File: src/rtl/lft_pkg.sv
`timescale 1ns/1ps
package lft_pkg;

    localparam logic [7:0] DIV_RST  = 8'h03;
    localparam logic [5:0] CFG_RST  = 6'h27;
    localparam int unsigned MAX_FREQ = 4;

    typedef enum logic [2:0] {
        ARM_RC,
        RUN_RC,
        DRAIN_RC,
        ARM_XT,
        RUN_XT,
        DRAIN_XT
    } src_state_t;

    typedef struct packed {
        logic [2:0] freq;
        logic       direct;
        logic [1:0] presc;
    } lf_cfg_t;

    // Phase length in clk cycles for a given setup word.
    function automatic int unsigned half_cycles(input logic [5:0] raw, input int unsigned unit);
        lf_cfg_t c;
        int unsigned k;
        c = raw;
        if (int'(c.freq) > MAX_FREQ) c = CFG_RST;
        k = c.direct ? 1 : (int'(c.presc) + 1);
        return unit * (int'(c.freq) + 1) * k;
    endfunction

endpackage

File: src/rtl/lft_regs.sv
`timescale 1ns/1ps
module lft_regs
    import lft_pkg::*;
#(
    parameter int DIV_W = 8,
    parameter int CFG_W = 6
)(
    input  logic             clk,
    input  logic             rst_n,
    input  logic             wr_en,
    input  logic [1:0]       addr,
    input  logic [7:0]       wdata,
    input  logic             lf_level,
    output logic [DIV_W-1:0] div_reg,
    output logic [CFG_W-1:0] cfg_reg,
    output logic [7:0]       rdata
);
    typedef enum logic [1:0] {
        REG_DIV  = 2'd0,
        REG_CFG  = 2'd1,
        REG_STAT = 2'd2,
        REG_NONE = 2'd3
    } reg_sel_t;

    reg_sel_t sel;
    assign sel = reg_sel_t'(addr);

    always_ff @(posedge clk or negedge rst_n) begin
        if (!rst_n) begin
            div_reg <= DIV_W'(DIV_RST);
            cfg_reg <= CFG_W'(CFG_RST);
        end else if (wr_en) begin
            unique case (sel)
                REG_DIV:  div_reg <= wdata[DIV_W-1:0];
                REG_CFG:  cfg_reg <= wdata[CFG_W-1:0];
                REG_STAT: ;
                REG_NONE: ;
            endcase
        end
    end

    always_comb begin
        rdata = '0;
        unique case (sel)
            REG_DIV:  rdata[DIV_W-1:0] = div_reg;
            REG_CFG:  rdata[CFG_W-1:0] = cfg_reg;
            REG_STAT: rdata[0]         = lf_level;
            REG_NONE: rdata            = '0;
        endcase
    end

    // a write to the status or unused address leaves both registers alone
    a_r2_ro_write: assert property (@(posedge clk) disable iff (!rst_n)
        $past(wr_en && addr[1]) |-> ($stable(div_reg) && $stable(cfg_reg)));

endmodule

File: src/rtl/lft_xtal_div.sv
`timescale 1ns/1ps
module lft_xtal_div #(
    parameter int HALF_W = 7
)(
    input  logic              clk,
    input  logic              rst_n,
    input  logic              run,
    input  logic [HALF_W-1:0] half,
    output logic              lvl
);
    logic [HALF_W-1:0] cnt;

    always_ff @(posedge clk or negedge rst_n) begin
        if (!rst_n) begin
            cnt <= '0;
            lvl <= 1'b0;
        end else if (!run) begin
            cnt <= '0;
            lvl <= 1'b0;
        end else if (cnt >= half - 1'b1) begin
            cnt <= '0;
            lvl <= ~lvl;
        end else begin
            cnt <= cnt + 1'b1;
        end
    end

    // the phase counter never runs past the programmed length
    a_r5_cnt_bound: assert property (@(posedge clk) disable iff (!rst_n)
        (run && $stable(half) && $past(run)) |-> (cnt < half));

endmodule

File: src/rtl/lft_src_sel.sv
`timescale 1ns/1ps
module lft_src_sel
    import lft_pkg::*;
(
    input  logic clk,
    input  logic rst_n,
    input  logic xtal_run,
    input  logic xt_lvl,
    input  logic rc_osc,
    output logic lf_level
);
    logic [1:0] rc_sync;
    logic       rc_lvl;
    src_state_t state, state_nx;
    logic       xt_en, rc_en;

    always_ff @(posedge clk or negedge rst_n) begin
        if (!rst_n) rc_sync <= '0;
        else        rc_sync <= {rc_sync[0], rc_osc};
    end
    assign rc_lvl = rc_sync[1];

    always_ff @(posedge clk or negedge rst_n) begin
        if (!rst_n) state <= ARM_RC;
        else        state <= state_nx;
    end

    always_comb begin
        state_nx = state;
        unique case (state)
            ARM_RC:   if (!rc_lvl)               state_nx = RUN_RC;
            RUN_RC:   if (xtal_run)              state_nx = DRAIN_RC;
            DRAIN_RC: if (!rc_lvl)               state_nx = ARM_XT;
            ARM_XT: begin
                if (!xtal_run)                   state_nx = ARM_RC;
                else if (!xt_lvl)                state_nx = RUN_XT;
            end
            RUN_XT:   if (!xtal_run)             state_nx = DRAIN_XT;
            DRAIN_XT: if (!xt_lvl)               state_nx = ARM_RC;
            default:                             state_nx = ARM_RC;
        endcase
    end

    always_comb begin
        xt_en = 1'b0;
        rc_en = 1'b0;
        unique case (state)
            RUN_RC, DRAIN_RC: rc_en = 1'b1;
            RUN_XT, DRAIN_XT: xt_en = 1'b1;
            default: ;
        endcase
        lf_level = (xt_en & xt_lvl) | (rc_en & rc_lvl);
    end

    // never two sources at once
    a_r8_exclusive: assert property (@(posedge clk) disable iff (!rst_n)
        $onehot0({xt_en, rc_en}));
    // a source is removed only while the output is low
    a_r8_gate_low: assert property (@(posedge clk) disable iff (!rst_n)
        ($fell(xt_en) || $fell(rc_en)) |-> !$past(lf_level));
    // a source is connected only after a cycle with the output low
    a_r8_enable_low: assert property (@(posedge clk) disable iff (!rst_n)
        ($rose(xt_en) || $rose(rc_en)) |-> !$past(lf_level));
    // crystal path is connected only when the crystal was running
    a_r7_xt_needs_run: assert property (@(posedge clk) disable iff (!rst_n)
        $rose(xt_en) |-> $past(xtal_run));

endmodule

File: src/rtl/lft_tick_div.sv
`timescale 1ns/1ps
module lft_tick_div #(
    parameter int DIV_W = 8
)(
    input  logic             clk,
    input  logic             rst_n,
    input  logic             lf_level,
    input  logic [DIV_W-1:0] div_reg,
    input  logic [DIV_W-1:0] div_rst,
    output logic             tick
);
    logic             lf_prev;
    logic             rise;
    logic [DIV_W-1:0] cnt;
    logic [DIV_W-1:0] div_act;

    assign rise = lf_level & ~lf_prev;
    assign tick = rise & (cnt == div_act);

    always_ff @(posedge clk or negedge rst_n) begin
        if (!rst_n) begin
            lf_prev <= 1'b0;
            cnt     <= '0;
            div_act <= div_rst;
        end else begin
            lf_prev <= lf_level;
            if (rise) begin
                if (cnt == div_act) begin
                    cnt     <= '0;
                    div_act <= div_reg;
                end else begin
                    cnt <= cnt + 1'b1;
                end
            end
        end
    end

    // a tick lasts exactly one clk cycle
    a_r3_single: assert property (@(posedge clk) disable iff (!rst_n)
        tick |=> !tick);
    // a tick only ever follows a low reference level
    a_r3_on_edge: assert property (@(posedge clk) disable iff (!rst_n)
        tick |-> (lf_level && !$past(lf_level)));
    // the active divider changes only right after a tick
    a_r4_hold: assert property (@(posedge clk) disable iff (!rst_n)
        (div_act != $past(div_act)) |-> $past(tick));
    // the edge counter stays within the active divider
    a_r9_bound: assert property (@(posedge clk) disable iff (!rst_n)
        cnt <= div_act);

endmodule

File: src/rtl/lf_tick_gen.sv
`timescale 1ns/1ps
module lf_tick_gen
    import lft_pkg::*;
#(
    parameter int HALF_UNIT = 4
)(
    input  logic       clk,
    input  logic       rst_n,
    input  logic       xtal_run,
    input  logic       rc_osc,
    input  logic       wr_en,
    input  logic [1:0] addr,
    input  logic [7:0] wdata,
    output logic [7:0] rdata,
    output logic       lf_level,
    output logic       tick
);
    localparam int DIV_W    = 8;
    localparam int CFG_W    = 6;
    localparam int HALF_MAX = HALF_UNIT * (MAX_FREQ + 1) * 4;
    localparam int HALF_W   = $clog2(HALF_MAX + 1);

    logic [DIV_W-1:0]  div_reg;
    logic [CFG_W-1:0]  cfg_reg;
    logic [HALF_W-1:0] half;
    logic              xt_lvl;

    assign half = HALF_W'(half_cycles(cfg_reg, HALF_UNIT));

    lft_regs #(.DIV_W(DIV_W), .CFG_W(CFG_W)) u_regs (
        .clk      (clk),
        .rst_n    (rst_n),
        .wr_en    (wr_en),
        .addr     (addr),
        .wdata    (wdata),
        .lf_level (lf_level),
        .div_reg  (div_reg),
        .cfg_reg  (cfg_reg),
        .rdata    (rdata)
    );

    lft_xtal_div #(.HALF_W(HALF_W)) u_xdiv (
        .clk   (clk),
        .rst_n (rst_n),
        .run   (xtal_run),
        .half  (half),
        .lvl   (xt_lvl)
    );

    lft_src_sel u_sel (
        .clk      (clk),
        .rst_n    (rst_n),
        .xtal_run (xtal_run),
        .xt_lvl   (xt_lvl),
        .rc_osc   (rc_osc),
        .lf_level (lf_level)
    );

    lft_tick_div #(.DIV_W(DIV_W)) u_tick (
        .clk      (clk),
        .rst_n    (rst_n),
        .lf_level (lf_level),
        .div_reg  (div_reg),
        .div_rst  (DIV_W'(DIV_RST)),
        .tick     (tick)
    );

endmodule

File: config.mk
export PLATFORM = sky130hd
export DESIGN_NAME = lf_tick_gen
export DESIGN_NICKNAME = d
export VERILOG_FILES = /design/src/rtl/lft_pkg.sv /design/src/rtl/lft_regs.sv /design/src/rtl/lft_xtal_div.sv /design/src/rtl/lft_src_sel.sv /design/src/rtl/lft_tick_div.sv /design/src/rtl/lf_tick_gen.sv
export SDC_FILE = /design/constraint.sdc
export NUM_CORES = 1
export LEC_CHECK = 0
export BUFFER_PORTS_ARGS = -buffer_cell sky130_fd_sc_hd__buf_2
export CAP_MARGIN = 20
export CELL_PAD_IN_SITES_DETAIL_PLACEMENT = 1
export CELL_PAD_IN_SITES_GLOBAL_PLACEMENT = 2
export CORE_ASPECT_RATIO = 1.75
export CORE_MARGIN = 4
export CORE_UTILIZATION = 35
export DETAILED_ROUTE_END_ITERATION = 8
export GPL_TIMING_DRIVEN = 0
export PLACE_DENSITY_LB_ADDON = 0.1
export SLEW_MARGIN = 10
export SYNTH_ARGS = -nofsm -noshare
export SYNTH_HDL_FRONTEND = slang
export SYNTH_SLANG_ARGS = --single-unit
File: constraint.sdc
create_clock -name clk -period 5.99 [get_ports clk]
set_input_delay 0.8985 -clock clk [delete_from_list [all_inputs] [get_ports clk]]
set_output_delay 0.8985 -clock clk [all_outputs]
set_load 0.02 [all_outputs]
# [Word level (Yosys, flattened, before mapping)]
# Cells that the tools add are included.
[totals] regBits=44 inputBits=15 wordCells=68
[classes] bitwise=7 reduce_logical=8 n_addsub=5 n_mul=1 n_eq_ne=16 mux=20 magnitude_cmp=2
[ops] cell="2-to-1 mux 3 bit" count=8
[ops] cell="case mux 3 bit (6 select lines)" count=1
[ops] cell="2-to-1 mux 7 bit" count=2
[ops] cell="!= test 2 bit, second input constant" count=5
[ops] cell="case mux 5 bit (2 select lines)" count=1
[ops] cell="adder 8 x 1 -> 8 bit, second input constant" count=1
[ops] cell="equality test 8 bit" count=1
[ops] cell="2-to-1 mux 8 bit" count=1
[ops] cell="adder 7 x 1 -> 7 bit, second input constant" count=1
[ops] cell="greater-or-equal comparator 7 bit" count=1
[ops] cell="subtractor 7 x 1 -> 7 bit, second input constant" count=1
[ops] cell="equality test 3 x 2 -> 1 bit, second input constant" count=2
[ops] cell="equality test 3 bit, second input constant" count=2
[ops] cell="2-to-1 mux 6 bit" count=1
[ops] cell="AND reduction 2 bit" count=3
[ops] cell="AND reduction 6 bit" count=1
[ops] cell="multiplier 4 x 3 -> 5 bit" count=1
[ops] cell="adder 3 x 1 -> 4 bit, second input constant" count=1
[ops] cell="bitwise AND 1 bit" count=4
[ops] cell="equality test 2 bit, second input constant" count=2
[ops] cell="2-to-1 mux 1 bit" count=4
[ops] cell="case mux 1 bit (4 select lines)" count=1
[ops] cell="OR reduction 2 bit" count=2
[ops] cell="adder 2 x 1 -> 3 bit, second input constant" count=1
[ops] cell="other kinds (10)" count=11

# [Longest topological paths before layout]
[logic_depth] depth_word=9 depth_mapped=16

# [Worst setup path before layout]
# No wires, ideal clock.
[synth_path] path_kind="register to register" start="register u_regs.cfg_reg[4]" end="register u_xdiv.lvl" period_less_slack_ps=4263 setup_time_ps=125 arrival_ps=4138 path_stages_with_launch=15 setup_slack_ps=1727 n_path_buf=0 path_cell_list="dfrtp_1 > o21ai_0 > nand2b_1 > ha_1 > and4b_1 > fa_1 > ha_1 > fa_1 > nor3b_1 > xnor2_1 > xnor2_1 > ha_1 > nand4_1 > o211ai_1 > mux2_2"
[synth_between] elab_chain_len=8
[synth_lines] item="start, declared" line_no="lft_regs.sv:15" text="output logic [CFG_W-1:0] cfg_reg,"
[synth_lines] item="start signal, assigned" line_no="lft_regs.sv:31" text="cfg_reg <= CFG_W'(CFG_RST);"
[synth_lines] item="start signal, assigned" line_no="lft_regs.sv:35" text="REG_CFG: cfg_reg <= wdata[CFG_W-1:0];"
[synth_lines] item="> comparator 3 bit" line_no="lft_pkg.sv:28" text="if (int'(c.freq) > MAX_FREQ) c = CFG_RST;"
[synth_lines] item="2-to-1 mux 6 bit *" line_no="lft_pkg.sv:28"
[synth_lines] item="adder 2 x 1 -> 3 bit" line_no="lft_pkg.sv:29" text="k = c.direct ? 1 : (int'(c.presc) + 1);"
[synth_lines] item="2-to-1 mux 3 bit" line_no="lft_pkg.sv:29"
[synth_lines] item="multiplier 4 x 3 -> 5 bit *" line_no="lft_pkg.sv:30" text="return unit * (int'(c.freq) + 1) * k;"
[synth_lines] item="subtractor 7 x 1 -> 7 bit *" line_no="lft_xtal_div.sv:20" text="end else if (cnt >= half - 1'b1) begin"
[synth_lines] item="greater-or-equal comparator 7 bit *" line_no="lft_xtal_div.sv:20"
[synth_lines] item="!= test 2 x 1 -> 1 bit (no line) *"
[synth_lines] item="end signal, assigned" line_no="lft_xtal_div.sv:22" text="lvl <= ~lvl;"
[synth_lines] item="end, declared" line_no="lft_xtal_div.sv:9" text="output logic lvl"
# Mark *: on every way between the ends. The rest lies on a longest branch, timed or not.
# A chain may end at the register's enable or synchronous reset.

# [Final worst setup path]
[layout_path] start="register u_regs.cfg_reg[3]" end="register u_xdiv.lvl"
# Same word-level chain as after synthesis.

==> metrics.txt <==
RD Place Congestion=0.7871; core area=7182 um^2; root buffer cell=clkbuf_16; Synth cell types=45; Syn-to-layout area delta=14.56%; final setup violation count=0; normalized max-slew margin=0.5259; Net Sw Frac=0.3598; gr usage total=0.1536; setup_tns=0 ns; fin cells=355; cell count after placement=346; combinational power share=0.375; Fill cells=823; Net Switching=0.4133 mW; DRT Pass-1 Iters=2; ys async rst share=1.000; Critical Path Start Type=flop; overall die height=121.5 um; sequential share of power=0.398; CP most frequent cell=ha_1; Tot Pwr=1.149 mW; WP data required=6.16 ns; Leak=1.330 nW; die area=8856 um^2; Post-CTS Resized=0; Post-Syn Area per Cell=10.83 um^2; clock-pin slew on the worst setup and hold paths=0.06 ns; Die Wd=72.87 um; most common cell after layout, fill and taps aside=dfrtp_1; number of buffers and inverters on the critical path=0; Layout Nets=298; Final Slew Violations=0; CP top delay family=adder cells; Num CTS Buffers=5; DR vias/cell=5.324; hpwl dp=4576 um; CTS Buffer Depth=2; worst min-delay path class=reg2reg; H-tree Lvls=2; Final period util=0.8117; Crit. End Element=flop; GRT overflow=0; peak supply drop=0.0001739 V; dominant synthesized flop cell=dfrtp_1; antenna violations before repair=0; cells after synthesis=238; Ports=25; WP data arrival=5.03 ns; register area share after synthesis=0.4311; Clock Latency Late Sink=0.29 ns; Post-Syn Nets=268; I/O Buffers=22; max-cap viol count=0; most frequent cells in the layout=dfrtp_1, mux2_2, buf_2, nor2_1, nand2_1; vias=1890; Rows=41; Worst path slowest cell=o211ai_1; # clock sinks=44; Yosys reg bits=44; vias in the first global route=2021; Post-DRT Antenna Nets=0; Power Dens Cells=389.0 nW/um^2; stages on the worst setup path=14; diodes inserted=0; WHS Path Cells=0; Iter 0 DRT Violations=44; internal power=0.7354 mW; crit-path cells=o21ai_0, nand2b_1, ha_1, and4b_1, fa_1, ha_1, fa_1, nor3b_1, xnor2_1, xnor2_1, ha_1, nand4_1, o211ai_1, mux2_2; layout cells sized above 1=0.2639; largest net degree at the start of global routing=45; Clock Skew=0.005392 ns; slowest stage delay, CP=0.59 ns; Worst-Margin Slew=0.7080 ns; Fin. Hold Viols=0; Clock power frac=0.227; synthesized cell area=2577 um^2; synth warn=0; first-pass GRT wire length=10390 um; RSZ-0062 raised after global routing=no; Worst Path Max Fanout=8; drt drc=0; WL final=5940 um; Initial Utilization=0.3589; critical path type=reg2reg; Hold Buf Count CTS=0; Tmin final=4.862 ns; routed len/inst=16.73 um; fmax=0.2057 GHz; Setup Buffers After CTS=0; EDFF count, synth=0; CTS tree=done; status=completed; R2R cell count=14
==> power groups by stage <==
stage	Combinational (mW)	Clock, mW	Sequential [mW]
2_1_floorplan	0.337	0	0.435
3_3_place_gp	0.430	0	0.461
3_5_place_dp	0.440	0	0.463
4_1_cts	0.444	0.274	0.460
5_1_grt	0.498	0.288	0.472
6_report	0.431	0.261	0.458
==> metal layers <==
layer  routed length (um)  vias to the layer above  global-route usage
li1                     -                      915                   -
met4                  133                        0             0.06351
met3                  108                        9             0.02902
met5                    0                        -                   0
met1                 2347                      953              0.1760
met2                 3350                       13              0.2726
==> metrics by stage <==
step                  util  hold slack [ns]  area (um^2)  setup WS [ns]
floorplan                -           0.3312         2577          1.727
global placement    0.3892           0.3378         2795          1.015
detailed placement  0.3892           0.3387         2795          1.044
CTS                 0.4084           0.3516         2933          1.020
global route        0.4112           0.3543         2953         0.7975
finish              0.4112           0.3486         2953          1.128
==> synth_stat cells (all sizes together), types with 2 or more instances <==
cell type | number | area (um^2)
nand2b | 6 | 37.54
xor2 | 4 | 35.03
nor3b | 4 | 30.03
o211ai | 9 | 67.56
dfstp | 8 | 210.2
nand2 | 15 | 56.30
a21o | 3 | 22.52
dfrtp | 36 | 900.9
xnor2 | 14 | 122.6
or3 | 2 | 13.77
o21ai | 7 | 35.03
mux2 | 23 | 259.0
clkbuf | 4 | 16.26
inv | 9 | 33.78
nand4 | 4 | 37.53
a21oi | 4 | 20.02
nor2b | 7 | 43.79
and2 | 3 | 18.77
ha | 12 | 150.1
o221ai | 3 | 26.28
o22ai | 2 | 12.51
nor2 | 19 | 71.32
nor3 | 3 | 26.28
and4bb | 2 | 28.78
nand3 | 12 | 60.06
mux2i | 5 | 50.05
fa | 3 | 60.06
o31ai | 4 | 43.79
==> final cells by class <==
type                            count  area, um^2  share of cell area
Clock inverter                      1       5.005            0.001695
Multi-Input combinational cell    181        1416              0.4797
Inverter                            9       33.78             0.01144
Buffer                              4       16.27            0.005508
Timing Repair Buffer               23       130.1             0.04407
Sequential cell                    44        1111              0.3763
Tap cell                           86       107.6             0.03644
Clock buffer                        7       132.6             0.04492
==> kinds of logic (layout without fill, tap and decap cells) <==
logic type | Yosys count | count (layout) | synth area share
AO/OA/AOI/OAI | 36 | 36 | 0.1015
XOR/XNOR | 18 | 18 | 0.06116
adder cells (fa/ha/maj) | 15 | 15 | 0.08155
buffers and inverters | 13 | 44 | 0.01941
flip-flops | 44 | 44 | 0.4311
multiplexers | 28 | 28 | 0.1199
other | 1 | 1 | 0.001455
AND/OR/NAND/NOR | 83 | 83 | 0.1840
==> path summary, 6_finish.rpt <==
path	startpoint	end	slack, ns
hold / removal	u_sel.rc_sync[0]$_DFF_PN0_	u_sel.rc_sync[1]$_DFF_PN0_	0.35
hold reg to reg	u_sel.rc_sync[0]$_DFF_PN0_	u_sel.rc_sync[1]$_DFF_PN0_	0.35
setup reg to reg	u_regs.cfg_reg[3]$_DFFE_PN0P_	u_xdiv.lvl$_DFFE_PN0P_	1.13
min in group asynchronous	rst_n	u_xdiv.cnt[2]$_DFF_PN0_	0.47
max in group asynchronous	rst_n	u_tick.div_act[1]$_DFFE_PN1P_	4.98
setup / recovery	u_regs.cfg_reg[3]$_DFFE_PN0P_	u_xdiv.lvl$_DFFE_PN0P_	1.13
Power figures use the tool's default switching activity.
